===== src/rtl/rxen_train_pkg.sv =====
package rxen_train_pkg;

  typedef enum logic [2:0] {
    ST_IDLE    = 3'd0,
    ST_SEL     = 3'd1,
    ST_SEED    = 3'd2,
    ST_BURST   = 3'd3,
    ST_WAIT    = 3'd4,
    ST_COLLECT = 3'd5,
    ST_DONE    = 3'd6
  } rxen_state_e;

  function automatic int unsigned cnt_width(input int unsigned limit);
    return (limit < 2) ? 1 : $clog2(limit + 1);
  endfunction

endpackage


===== src/rtl/rxen_seq_ctrl.sv =====
module rxen_seq_ctrl
  import rxen_train_pkg::*;
#(
  parameter int unsigned LANES    = 8,
  parameter int unsigned BURSTS   = 3,
  parameter int unsigned WAIT_CYC = 200
) (
  input  logic                       clk,
  input  logic                       rst_n,
  input  logic                       start_i,
  input  logic                       seed_ack_i,
  input  logic                       rd_ack_i,
  input  logic                       meas_valid_i,
  output logic                       seed_req_o,
  output logic                       train_en_o,
  output logic                       rd_req_o,
  output logic                       meas_ready_o,
  output logic                       busy_o,
  output logic                       done_o,
  output logic                       start_take_o,
  output logic                       seed_take_o,
  output logic                       beat_take_o,
  output logic [$clog2(LANES)-1:0]   lane_idx_o
);

  localparam int unsigned BCNT_W = cnt_width(BURSTS);
  localparam int unsigned WCNT_W = cnt_width(WAIT_CYC);
  localparam int unsigned LIDX_W = $clog2(LANES);

  localparam logic [BCNT_W-1:0] BCNT_LAST = BCNT_W'(BURSTS - 1);
  localparam logic [WCNT_W-1:0] WCNT_LAST = WCNT_W'(WAIT_CYC - 1);
  localparam logic [LIDX_W-1:0] LIDX_LAST = LIDX_W'(LANES - 1);

  rxen_state_e         state_q, state_d;
  logic [BCNT_W-1:0]   bcnt_q;
  logic [WCNT_W-1:0]   wcnt_q;
  logic [LIDX_W-1:0]   lidx_q;

  logic burst_ack;
  logic burst_last;
  logic wait_last;
  logic beat_last;

  assign start_take_o = (state_q == ST_IDLE)    && start_i;
  assign seed_take_o  = (state_q == ST_SEED)    && seed_ack_i;
  assign burst_ack    = (state_q == ST_BURST)   && rd_ack_i;
  assign beat_take_o  = (state_q == ST_COLLECT) && meas_valid_i;

  assign burst_last = burst_ack && (bcnt_q == BCNT_LAST);
  assign wait_last  = (state_q == ST_WAIT) && (wcnt_q == WCNT_LAST);
  assign beat_last  = beat_take_o && (lidx_q == LIDX_LAST);

  always_comb begin
    state_d = state_q;
    unique case (state_q)
      ST_IDLE:    if (start_i)     state_d = ST_SEL;
      ST_SEL:                      state_d = ST_SEED;
      ST_SEED:    if (seed_ack_i)  state_d = ST_BURST;
      ST_BURST:   if (burst_last)  state_d = ST_WAIT;
      ST_WAIT:    if (wait_last)   state_d = ST_COLLECT;
      ST_COLLECT: if (beat_last)   state_d = ST_DONE;
      ST_DONE:                     state_d = ST_IDLE;
      default:                     state_d = ST_IDLE;
    endcase
  end

  always_ff @(posedge clk) begin
    if (!rst_n) begin
      state_q <= ST_IDLE;
    end else begin
      state_q <= state_d;
    end
  end

  // burst counter: cleared at the seed handshake, moves only on acknowledge
  always_ff @(posedge clk) begin
    if (!rst_n) begin
      bcnt_q <= '0;
    end else if (seed_take_o) begin
      bcnt_q <= '0;
    end else if (burst_ack && !burst_last) begin
      bcnt_q <= bcnt_q + 1'b1;
    end
  end

  // wait counter: cleared on the last burst, counts every wait cycle
  always_ff @(posedge clk) begin
    if (!rst_n) begin
      wcnt_q <= '0;
    end else if (burst_last) begin
      wcnt_q <= '0;
    end else if ((state_q == ST_WAIT) && !wait_last) begin
      wcnt_q <= wcnt_q + 1'b1;
    end
  end

  // lane pointer for the measurement stream
  always_ff @(posedge clk) begin
    if (!rst_n) begin
      lidx_q <= '0;
    end else if (wait_last) begin
      lidx_q <= '0;
    end else if (beat_take_o && !beat_last) begin
      lidx_q <= lidx_q + 1'b1;
    end
  end

  assign seed_req_o   = (state_q == ST_SEED);
  assign rd_req_o     = (state_q == ST_BURST);
  assign train_en_o   = (state_q == ST_BURST) || (state_q == ST_WAIT);
  assign meas_ready_o = (state_q == ST_COLLECT);
  assign done_o       = (state_q == ST_DONE);
  assign busy_o       = (state_q != ST_IDLE);
  assign lane_idx_o   = lidx_q;

endmodule


===== src/rtl/rxen_lane_bank.sv =====
module rxen_lane_bank #(
  parameter int unsigned       LANES      = 8,
  parameter int unsigned       MEAS_W     = 8,
  parameter int unsigned       DLY_W      = 10,
  parameter logic [DLY_W-1:0]  GROSS_MASK = 10'h1E0,
  parameter logic [DLY_W-1:0]  UI_OFS     = 10'h020
) (
  input  logic                          clk,
  input  logic                          rst_n,
  input  logic                          seed_take_i,
  input  logic [LANES*DLY_W-1:0]        gross_i,
  input  logic                          beat_take_i,
  input  logic [$clog2(LANES)-1:0]      lane_idx_i,
  input  logic [MEAS_W-1:0]             meas_i,
  output logic [DLY_W-1:0]              beat_val_o,
  output logic [LANES*DLY_W-1:0]        result_o
);

  localparam int unsigned LIDX_W = $clog2(LANES);

  logic [LANES-1:0][DLY_W-1:0] gross_q;
  logic [LANES-1:0][DLY_W-1:0] final_d;
  logic [LANES-1:0][DLY_W-1:0] res_q;
  logic [DLY_W-1:0]            meas_ext;

  assign meas_ext = DLY_W'(meas_i);

  for (genvar k = 0; k < LANES; k++) begin : g_lane
    logic lane_hit;

    assign lane_hit   = beat_take_i && (lane_idx_i == LIDX_W'(k));
    assign final_d[k] = meas_ext + (gross_q[k] & GROSS_MASK) + UI_OFS;

    always_ff @(posedge clk) begin
      if (!rst_n) begin
        gross_q[k] <= '0;
      end else if (seed_take_i) begin
        gross_q[k] <= gross_i[k*DLY_W +: DLY_W];
      end
    end

    always_ff @(posedge clk) begin
      if (!rst_n) begin
        res_q[k] <= '0;
      end else if (lane_hit) begin
        res_q[k] <= final_d[k];
      end
    end

    assign result_o[k*DLY_W +: DLY_W] = res_q[k];
  end

  assign beat_val_o = final_d[lane_idx_i];

endmodule


===== src/rtl/rxen_max_track.sv =====
module rxen_max_track #(
  parameter int unsigned DLY_W = 10
) (
  input  logic             clk,
  input  logic             rst_n,
  input  logic             clear_i,
  input  logic             update_i,
  input  logic [DLY_W-1:0] value_i,
  output logic [DLY_W-1:0] max_o
);

  logic [DLY_W-1:0] max_q;
  logic             bigger;

  assign bigger = value_i > max_q;

  always_ff @(posedge clk) begin
    if (!rst_n) begin
      max_q <= '0;
    end else if (clear_i) begin
      max_q <= '0;
    end else if (update_i && bigger) begin
      max_q <= value_i;
    end
  end

  assign max_o = max_q;

endmodule


===== src/rtl/rxen_train_seq.sv =====
module rxen_train_seq #(
  parameter int unsigned RANK_W   = 3,
  parameter int unsigned LANES    = 8,
  parameter int unsigned MEAS_W   = 8,
  parameter int unsigned DLY_W    = 10,
  parameter int unsigned BURSTS   = 3,
  parameter int unsigned WAIT_CYC = 200
) (
  input  logic                    clk,
  input  logic                    rst_n,
  input  logic                    start_i,
  input  logic [RANK_W-1:0]       rank_i,
  output logic [RANK_W-1:0]       dimm_sel_o,
  output logic                    seed_req_o,
  input  logic                    seed_ack_i,
  input  logic [LANES*DLY_W-1:0]  gross_diff_i,
  output logic                    train_en_o,
  output logic                    rd_req_o,
  input  logic                    rd_ack_i,
  input  logic                    meas_valid_i,
  output logic                    meas_ready_o,
  input  logic [MEAS_W-1:0]       meas_dly_i,
  output logic                    busy_o,
  output logic                    done_o,
  output logic [LANES*DLY_W-1:0]  rxen_dly_o,
  output logic [DLY_W-1:0]        max_dly_o
);

  localparam int unsigned LIDX_W = $clog2(LANES);
  localparam logic [DLY_W-1:0] GROSS_MASK = DLY_W'(10'h1E0);
  localparam logic [DLY_W-1:0] UI_OFS     = DLY_W'(10'h020);

  logic              start_take;
  logic              seed_take;
  logic              beat_take;
  logic [LIDX_W-1:0] lane_idx;
  logic [DLY_W-1:0]  beat_val;
  logic [RANK_W-1:0] dimm_q;

  // DIMM select follows the accepted rank before anything else happens
  always_ff @(posedge clk) begin
    if (!rst_n) begin
      dimm_q <= '0;
    end else if (start_take) begin
      dimm_q <= rank_i >> 1;
    end
  end

  assign dimm_sel_o = dimm_q;

  rxen_seq_ctrl #(
    .LANES    (LANES),
    .BURSTS   (BURSTS),
    .WAIT_CYC (WAIT_CYC)
  ) u_ctrl (
    .clk          (clk),
    .rst_n        (rst_n),
    .start_i      (start_i),
    .seed_ack_i   (seed_ack_i),
    .rd_ack_i     (rd_ack_i),
    .meas_valid_i (meas_valid_i),
    .seed_req_o   (seed_req_o),
    .train_en_o   (train_en_o),
    .rd_req_o     (rd_req_o),
    .meas_ready_o (meas_ready_o),
    .busy_o       (busy_o),
    .done_o       (done_o),
    .start_take_o (start_take),
    .seed_take_o  (seed_take),
    .beat_take_o  (beat_take),
    .lane_idx_o   (lane_idx)
  );

  rxen_lane_bank #(
    .LANES      (LANES),
    .MEAS_W     (MEAS_W),
    .DLY_W      (DLY_W),
    .GROSS_MASK (GROSS_MASK),
    .UI_OFS     (UI_OFS)
  ) u_bank (
    .clk         (clk),
    .rst_n       (rst_n),
    .seed_take_i (seed_take),
    .gross_i     (gross_diff_i),
    .beat_take_i (beat_take),
    .lane_idx_i  (lane_idx),
    .meas_i      (meas_dly_i),
    .beat_val_o  (beat_val),
    .result_o    (rxen_dly_o)
  );

  rxen_max_track #(
    .DLY_W (DLY_W)
  ) u_max (
    .clk      (clk),
    .rst_n    (rst_n),
    .clear_i  (start_take),
    .update_i (beat_take),
    .value_i  (beat_val),
    .max_o    (max_dly_o)
  );

endmodule


===== config.mk =====
export PLATFORM = sky130hd
export DESIGN_NAME = rxen_train_seq
export DESIGN_NICKNAME = d
export VERILOG_FILES = /design/src/rtl/rxen_train_pkg.sv /design/src/rtl/rxen_seq_ctrl.sv /design/src/rtl/rxen_lane_bank.sv /design/src/rtl/rxen_max_track.sv /design/src/rtl/rxen_train_seq.sv
export SDC_FILE = /design/constraint.sdc
export NUM_CORES = 1
export LEC_CHECK = 0
export BUFFER_PORTS_ARGS = -buffer_cell sky130_fd_sc_hd__clkbuf_2
export CORE_UTILIZATION = 57
export CTS_CLUSTER_SIZE = 24
export DETAILED_ROUTE_END_ITERATION = 10
export GPL_ROUTABILITY_DRIVEN = 0
export MAX_ROUTING_LAYER = met4
export PLACE_DENSITY = 0.87
export SLEW_MARGIN = 15
export SYNTH_ARGS = -nofsm -noshare
export SYNTH_HDL_FRONTEND = slang
export SYNTH_SLANG_ARGS = --single-unit

===== constraint.sdc =====
create_clock -name clk -period 9.8 [get_ports clk]
set_input_delay 1.96 -clock clk [delete_from_list [all_inputs] [get_ports clk]]
set_output_delay 1.96 -clock clk [all_outputs]
set_load 0.02 [all_outputs]

# After elaboration in Yosys (flattened, before gate mapping)
# Index checks and enable logic that the tools add are counted.
# W data, S select, Z words.
[totals] romBits=0 memories=0 mem_bits_rw=0 inputBits=97 latch_bits=0 out_inout_bits=99 wordCells=102 register_bits=180
[op_classes] n_bitwise=1 n_div=0 n_reduce_logical=30 muxes=8 shifts=0 order_cmp=2 n_addsub=19 eq_ne=20 n_mul=0
[op_table] cell="$add A10 B6 Y10 const B" count=8
[op_table] cell="$add A8 B9 Y10" count=8
[op_table] cell="$bmux W10 S3" count=1
[op_table] cell="$eq A3 B3 Y1 const B" count=7
[op_table] cell="$logic_and A1 B1 Y1" count=18
[op_table] cell="$pmux W3 S6" count=1
[op_table] cell="$mux W3" count=5
[op_table] cell="$eq A3 B2 Y1 const B" count=4
[op_table] cell="$gt A10 B10 Y1" count=1
[op_table] cell="$mux W10" count=1
[op_table] cell="$add A8 B1 Y8 const B" count=1
[op_table] cell="$eq A8 B8 Y1 const B" count=1
[op_table] cell="$ne A2 B1 Y1 const B" count=4
[op_table] cell="$reduce_or A2 Y1" count=4
[op_table] cell="$eq A3 B1 Y1 const B" count=2
[op_table] cell="$logic_not A3 Y1" count=2
[op_table] cell="$reduce_and A5 Y1" count=1
[op_table] cell="$lt A3 B4 Y1 const B" count=1
[op_table] cell="$add A3 B1 Y3 const B" count=1
[op_table] cell="$logic_not A1 Y1" count=3
[op_table] cell="$reduce_bool A3 Y1" count=1
[op_table] cell="$add A2 B1 Y2 const B" count=1
[op_table] cell="$eq A2 B2 Y1 const B" count=1
[op_table] cell="$ne A2 B2 Y1 const B" count=1
[op_table] cell="2 further kinds" count=2

# Logic depth before layout (Yosys ltp)
# Gate-level depths: netlist of run 1.
[logic_depth] ltp_word=6 mapped_depth=16 mapped_depth_nobuf=15

# Hierarchy
# Synthesis of run 1 repeated with hierarchy kept, for this count alone.
[unflattened] cells_unflattened=795 hier_area_um2=7141.8
[by_module_without_submodules] mod="rxen_lane_bank" instances=1 cells_each=605 area_per_inst_um2=5475.3 seq_area_each_um2=2242.2
[by_module_without_submodules] mod="rxen_seq_ctrl" instances=1 cells_each=100 area_per_inst_um2=878.3 seq_area_each_um2=320.3
[by_module_without_submodules] mod="rxen_max_track" instances=1 cells_each=82 area_per_inst_um2=704.4 seq_area_each_um2=200.2
[by_module_without_submodules] mod="rxen_train_seq" instances=1 cells_each=8 area_per_inst_um2=83.8 seq_area_each_um2=40.0

# Least setup slack after synthesis of run 1
# No wires, ideal clock.
[synth_timing] kind="input-to-reg" from="input port meas_dly_i[5]" to="register u_max.max_q[2], in the netlist u_max.max_o[2]" slack_ps=4645 setup_ps=126 path_buffers=1 t_required_ps=9674 path_stages=15 arrival_ps=5029 path_cell_list="inv_1 ha_1 inv_1 ha_1 fa_1 xnor2_1 mux4_2 mux2i_1 ha_1 a21o_1 a221o_1 o21ai_2 buf_6 mux2i_1 nor2_1"
[synth_via] elab_chain_len=6 elab_cells_between_ends=20 classes_between="add/sub (16); order compare (1); mux (2); reduce/logical (1)"
[synth_lines] element="start: declaration" line_no="rxen_train_seq.sv:22" source="input logic [MEAS_W-1:0] meas_dly_i,"
[synth_lines] element="$add A8 B9 Y10" line_no="rxen_lane_bank.sv:32" source="assign final_d[k] = meas_ext + (gross_q[k] & GROSS_MASK) + UI_OFS;"
[synth_lines] element="$add A10 B6 Y10" line_no="rxen_lane_bank.sv:32"
[synth_lines] element="$bmux W10 S3 *" line_no="rxen_lane_bank.sv:53" source="assign beat_val_o = final_d[lane_idx_i];"
[synth_lines] element="$mux W10 (implied by the code) *" line_no="rxen_lane_bank.sv:53"
[synth_lines] element="via beat_val[8]" line_no="rxen_train_seq.sv:37" source="logic [DLY_W-1:0] beat_val;"
[synth_lines] element="$gt A10 B10 Y1 *" line_no="rxen_max_track.sv:15" source="assign bigger = value_i > max_q;"
[synth_lines] element="$logic_and A1 B1 Y1 *" line_no="rxen_max_track.sv:22" source="end else if (update_i && bigger) begin"
[synth_lines] element="end signal: assignment" line_no="rxen_max_track.sv:23" source="max_q <= value_i;"
[synth_lines] element="end: declaration" line_no="rxen_max_track.sv:12" source="logic [DLY_W-1:0] max_q;"
# The timed path passes the listed nets; every way through them passes the cells marked *. The select of a mux whose other input is x is not followed.
# A chain may end at the register's enable or synchronous reset.

# Worst setup path in the final report of run 1
[layout_timing] from="input port meas_dly_i[5]" to="register u_max.max_q[3], in the netlist u_max.max_o[3]"
# The elaborated chain is that of the path after synthesis.

==> flow_summary.json, run 1 <==
{
  "outcome": "finished clean",
  "wl_per_cell_um": 15.9,
  "setup_viol": 0,
  "cts_tree": "done",
  "seq_area_frac_synth_pct": 39.7,
  "fin_nets": 1071,
  "swShare_pct": 22.0,
  "synth.distinct_cells": 48,
  "finalSetupTns_ns": 0,
  "finalHoldViolations": 0,
  "insertion_delay_ns": 0.42,
  "htreeDepth": 4,
  "syn-instance-count": 777,
  "postLayoutCellArea_um2": 8400,
  "hold_path.class": "flip-flop to flip-flop",
  "r2r_start": "u_bank.gross_q[6]",
  "crit_path_end_kind": "flip-flop",
  "synth-seq-cells": 140,
  "drive_gt1_share_pct": 21.5,
  "core_area_um2": 12000,
  "synth_common_cells": "nand2_1, dfxtp_1, a21boi_1",
  "vias_per_cell": 5.52,
  "start_util_pct": 58.7,
  "required_ns": 10.09,
  "yosysMostFrequentCell": "nand2_1",
  "dr.pass1.iters": 5,
  "async_reset_ff_share_pct": 0,
  "synth_top_area_share_pct": 39.7,
  "wl_mm": 16.9,
  "fp.dieW_um": 113,
  "synth.area.top_cells": "dfxtp_1, nand2_1, ha_1",
  "finalWorstPathRequiredPeriod_ns": 5.62,
  "yosys_warnings": 0,
  "synth_top_area_cell": "dfxtp_1",
  "ctsHoldBuffers": 0,
  "maxSlewViolCount": 0,
  "worst-path-max-fanout": 12,
  "register_area_um2": 2800,
  "pre_cts_slack_ns": 3.85,
  "drc": 0,
  "ant_nets": 0,
  "rsz0062_at_grt": "false",
  "numClockSinks": 140,
  "worstSetupPathType": "primary input to flip-flop",
  "path_clk_slew_ns": 0.06,
  "dominantRegCellSynth": "dfxtp_1",
  "synth_nets": 948,
  "track_usage_pct": 28.2,
  "start_kind": "primary input",
  "power_per_cell_area_nw_per_um2": 166,
  "cts_resized": 0,
  "vias": 5843,
  "grt_pass1_wl_mm": 27.0,
  "multi_input_area_um2": 3910,
  "synth-edff-count": 0,
  "avgSynthCellArea_um2": 9.08,
  "die_h_um": 113,
  "rows": 40,
  "max_freq_mhz": 178,
  "crit_arrival_ns": 5.91,
  "grt_pass1_vias": 5398,
  "antenna_found_initial": 0,
  "cts_buffer_depth": 2,
  "worstMarginPinSlew_ns": 1.08,
  "overflow": 0,
  "grt_max_degree": 122,
  "min_from": "u_bank.result_o[50]",
  "cts_root_buf": "clkbuf_16",
  "antenna_cells": 0,
  "pin_count": 196,
  "die-area_um2": 12800,
  "postPlaceCellArea_um2": 7770,
  "syn_to_final_growth_pct": 19.1,
  "crit_start": "meas_dly_i[5]",
  "fin_crit_sh_pct": 57.4,
  "setup_ws_ns": 4.18,
  "initialDrtViolationCount": 429,
  "netSwitchingPower_mw": 0.308,
  "seq_power_share_pct": 41.6,
  "internal_power_mw": 1.09,
  "clock_power_share_pct": 49.8,
  "syn_area_um2": 7050,
  "postCtsSetupBuffers": 0,
  "combPwrFrac_pct": 8.6,
  "cap_violations": 0,
  "cts_buffers": 17,
  "hpwl_mm": 12.0,
  "port_buffers": 145,
  "filler_cell_count": 941,
  "slew_headroom_pct": 28.2,
  "finClkSkew_ns": 0.00656,
  "p_leak_nw": 4.01,
  "ir_worst_vdd_uv": 131
}
==> final cells by class <==
cell class,instances,share of cell area (%)
timing repair buffer,147,8.82
inverter,35,1.56
clock inverter,8,1.97
multi-input combinational,559,46.6
clock buffer,22,5.53
tap,147,2.19
sequential,140,33.4
==> worst max-delay path, stage by stage <==
cell	delay, ns
clkbuf_2	0.08
inv_1	0.27
ha_1	0.22
inv_1	0.05
ha_1	0.21
fa_1	0.38
xnor2_1	0.18
mux4_2	0.48
mux2i_1	0.27
ha_1	0.31
nand3_1	0.11
nor3_1	0.08
a221o_1	0.33
o21ai_2	0.64
mux2i_1	0.28
nor2_1	0.06
==> layer usage <==
layer  vias up  global-route usage, %  part of all wire [%]
met4         0                   11.5                   2.3
met3        37                   4.93                   5.4
met2       199                   45.8                    48
li1       2880                      -                     -
met1      2727                   34.7                    44
met5         -                      -                     0
==> power groups by stage <==
stage / registers, mW / logic [mW] / clock network (mW)
4_1_cts: 0.581 / 0.119 / 0.701
6_report: 0.582 / 0.120 / 0.695
3_5_place_dp: 0.594 / 0.116 / 0
2_1_floorplan: 0.591 / 0.0812 / 0
5_1_grt: 0.582 / 0.131 / 0.730
3_3_place_gp: 0.593 / 0.113 / 0
==> placed cells by master, fill, tap and decap left out, types with 3 or more instances in the layout <==
master / synthesis / routed
a21o_1: 10 / 10
nor2_1: 28 / 28
o211a_1: 24 / 24
a211oi_1: 3 / 3
o21ai_0: 3 / 3
mux4_2: 10 / 10
nor3_1: 5 / 4
inv_2: 3 / 3
nand2_1: 223 / 223
bufinv_16: 0 / 5
clkinv_2: 0 / 3
nand3_1: 11 / 11
clkbuf_1: 20 / 3
ha_1: 66 / 66
clkbuf_2: 0 / 144
clkbuf_16: 0 / 17
xor2_1: 3 / 3
a21boi_1: 90 / 90
inv_1: 31 / 31
and3_1: 9 / 9
and2_1: 3 / 3
fa_1: 8 / 8
xnor2_1: 14 / 14
a21oi_1: 10 / 10
dfxtp_1: 140 / 140
mux2i_1: 12 / 12
nand4_1: 3 / 3
==> worst paths after layout <==
kind                         endpoint  slack [ns]  cells after the start
hold reg to reg   u_bank.result_o[50]        0.45                      2
setup reg to reg       u_max.max_o[3]        5.71                     13
hold / removal    u_bank.result_o[50]        0.45                      2
setup / recovery       u_max.max_o[3]        4.18                     16
==> state kept, by name, summed over array words and instances (netlist names) <==
| register | count |
|---|---|
| dimm_sel_o | 2 |
| u_bank.gross_q | 32 |
| u_bank.result_o | 80 |
| u_ctrl.bcnt_q | 2 |
| u_ctrl.lane_idx_o | 3 |
| u_ctrl.state_q | 3 |
| u_ctrl.wcnt_q | 8 |
| u_max.max_o | 10 |
==> logic make-up (layout without fill, tap and decap cells) <==
group / Yosys count / in the layout / synth area share [%]
XOR/XNOR: 17 / 17 / 2.11
multiplexers: 22 / 22 / 4.90
adder cells (fa/ha/maj): 74 / 74 / 14.0
AO/OA/AOI/OAI: 153 / 153 / 17.1
flip-flops: 140 / 140 / 39.7
buffers and inverters: 78 / 212 / 4.90
AND/OR/NAND/NOR: 292 / 292 / 17.2
other: 1 / 1 / 0.0532
==> per-stage QoR <==
step / util [%] / power (mW) / hold WS, ns / std cells
floorplan: - / 0.673 / 0.435 / 777
global placement: 64.7 / 0.707 / 0.440 / 1028
detailed placement: 64.7 / 0.710 / 0.444 / 1028
CTS: 69.9 / 1.40 / 0.452 / 1058
global route: 69.9 / 1.44 / 0.463 / 1058
finish: 69.9 / 1.40 / 0.448 / 1058
Power figures use the tool's default switching activity.
==> run 2, diff against run 1 <==
Settings changed: CORE_UTILIZATION 57 to 48, PLACE_DENSITY 0.87 to 0.78.
Clock period 9.8 ns to 4.9 ns, I/O delays scaled along.
==> flow_summary.json, run 2 (synthesis gave the netlist of run 1 again) <==
{
  "largest_reg_flops": 80,
  "swShare_pct": 22.0,
  "dp.cells": 1062,
  "fin_crit_sh_pct": 86.0,
  "wl_per_cell_um": 15.5,
  "grt_pass1_wl_mm": 26.7,
  "overflow": 0,
  "cts_resized": 0,
  "max_freq_mhz": 237,
  "cts_tree": "done",
  "drive_gt1_share_pct": 21.9,
  "crit_path_end_kind": "flip-flop",
  "numClockSinks": 140,
  "finish.cell_count_without_fillers": 1092,
  "track_usage_pct": 24.1,
  "worstSetupPathType": "primary input to flip-flop",
  "fp.dieW_um": 123,
  "die_h_um": 123,
  "vias": 5688,
  "cts_root_buf": "clkbuf_16",
  "outcome": "finished clean",
  "start_util_pct": 50.0,
  "crit_arrival_ns": 4.52,
  "die-area_um2": 15200,
  "power_per_cell_area_nw_per_um2": 328,
  "path_clk_slew_ns": 0.06,
  "seq_power_share_pct": 41.9,
  "clock_power_share_pct": 49.5,
  "p_leak_nw": 4.02,
  "rows": 43,
  "antenna_found_initial": 0,
  "pin_count": 196,
  "finish.utilization_pct": 60.0,
  "cts_buffers": 17,
  "hpwl_mm": 12.6,
  "cap_violations": 0,
  "finalHoldViolations": 0,
  "port_buffers": 145,
  "netSwitchingPower_mw": 0.610,
  "layout_common_cells": "nand2_1, clkbuf_2, dfxtp_1, a21boi_1, ha_1",
  "ant_nets": 0,
  "rsz0062_at_grt": "false",
  "hold_path.class": "flip-flop to flip-flop",
  "ir_worst_vdd_uv": 249,
  "dr.pass1.iters": 4,
  "worst-path-max-fanout": 12,
  "fin_nets": 1072,
  "postCtsSetupBuffers": 0,
  "initialDrtViolationCount": 260,
  "finalWorstPathRequiredPeriod_ns": 4.21,
  "maxSlewViolCount": 0,
  "setup_viol": 0,
  "vias_per_cell": 5.21,
  "combPwrFrac_pct": 8.6,
  "final_common_cell": "nand2_1",
  "drc": 0,
  "worstMarginPinSlew_ns": 0.709,
  "hold_depth": 2,
  "grt_pass1_vias": 5299,
  "internal_power_mw": 2.17,
  "grt_max_degree": 81,
  "finClkSkew_ns": 0.00484,
  "cts_buffer_depth": 2,
  "finalSetupTns_ns": 0,
  "syn_to_final_growth_pct": 20.0,
  "r2r_setup_slack_ns": 1.23,
  "ctsHoldBuffers": 0,
  "slew_headroom_pct": 52.7,
  "antenna_cells": 0,
  "rr_worst_depth": 14,
  "insertion_delay_ns": 0.43,
  "required_ns": 5.20,
  "wl_mm": 17.0,
  "start_kind": "primary input",
  "core_area_um2": 14100,
  "htreeDepth": 4
}
-- run 2: layer usage --
| layer | GRT usage [%] | vias to the layer above | routed length, µm |
|---|---|---|---|
| met5 | - | - | 0 |
| met4 | 10.5 | 0 | 406 |
| met3 | 5.90 | 36 | 971 |
| met2 | 36.7 | 157 | 7670 |
| met1 | 30.4 | 2627 | 7910 |
| li1 | - | 2868 | - |
-- run 2: path summary, 6_finish.rpt --
path,end,from
worst max-delay path,u_max.max_o[2],meas_dly_i[5]
worst min-delay path,u_bank.result_o[72],u_bank.result_o[72]
worst max register to register,u_max.max_o[2],u_bank.gross_q[26]
worst min register to register,u_bank.result_o[72],u_bank.result_o[72]
-- run 2: through the flow --
stage	setup WS (ns)	hold WS, ns	power [mW]	area (µm²)
after detailed placement	0.246	0.445	1.42	7830
after global routing	0.488	0.464	2.87	8460
after global placement	0.309	0.440	1.42	7830
after floorplan	0.725	0.435	1.35	7050
after CTS	0.686	0.453	2.79	8460
final	0.687	0.449	2.78	8460
-- run 2: area by class of cell --
class | instances | area [µm²]
clock inverters | 7 | 135
well taps | 180 | 225
inverters | 35 | 131
multi-input cells | 559 | 3910
fillers | 1232 | 5630
clock buffers | 23 | 498
repair buffers | 148 | 761
flip-flops and latches | 140 | 2800
-- run 2: worst max-delay path: stages --
cell and delay [ns]:
clkbuf_2 0.08, inv_1 0.28, ha_1 0.21, inv_1 0.04, ha_1 0.20, fa_1 0.38, xnor2_1 0.19, mux4_2 0.48
mux2i_1 0.25, ha_1 0.31, nand3_1 0.11, nor3_1 0.08, a221o_1 0.33, o21ai_2 0.18, buf_12 0.17, mux2i_1 0.19
nor2_1 0.05
-- run 2: power by group through the flow --
stage | clock network [mW] | registers, mW | logic (mW)
after floorplan | 0 | 1.18 | 0.162
after global placement | 0 | 1.19 | 0.229
after detailed placement | 0 | 1.19 | 0.235
after CTS | 1.39 | 1.16 | 0.238
after global routing | 1.44 | 1.16 | 0.265
final | 1.38 | 1.16 | 0.238
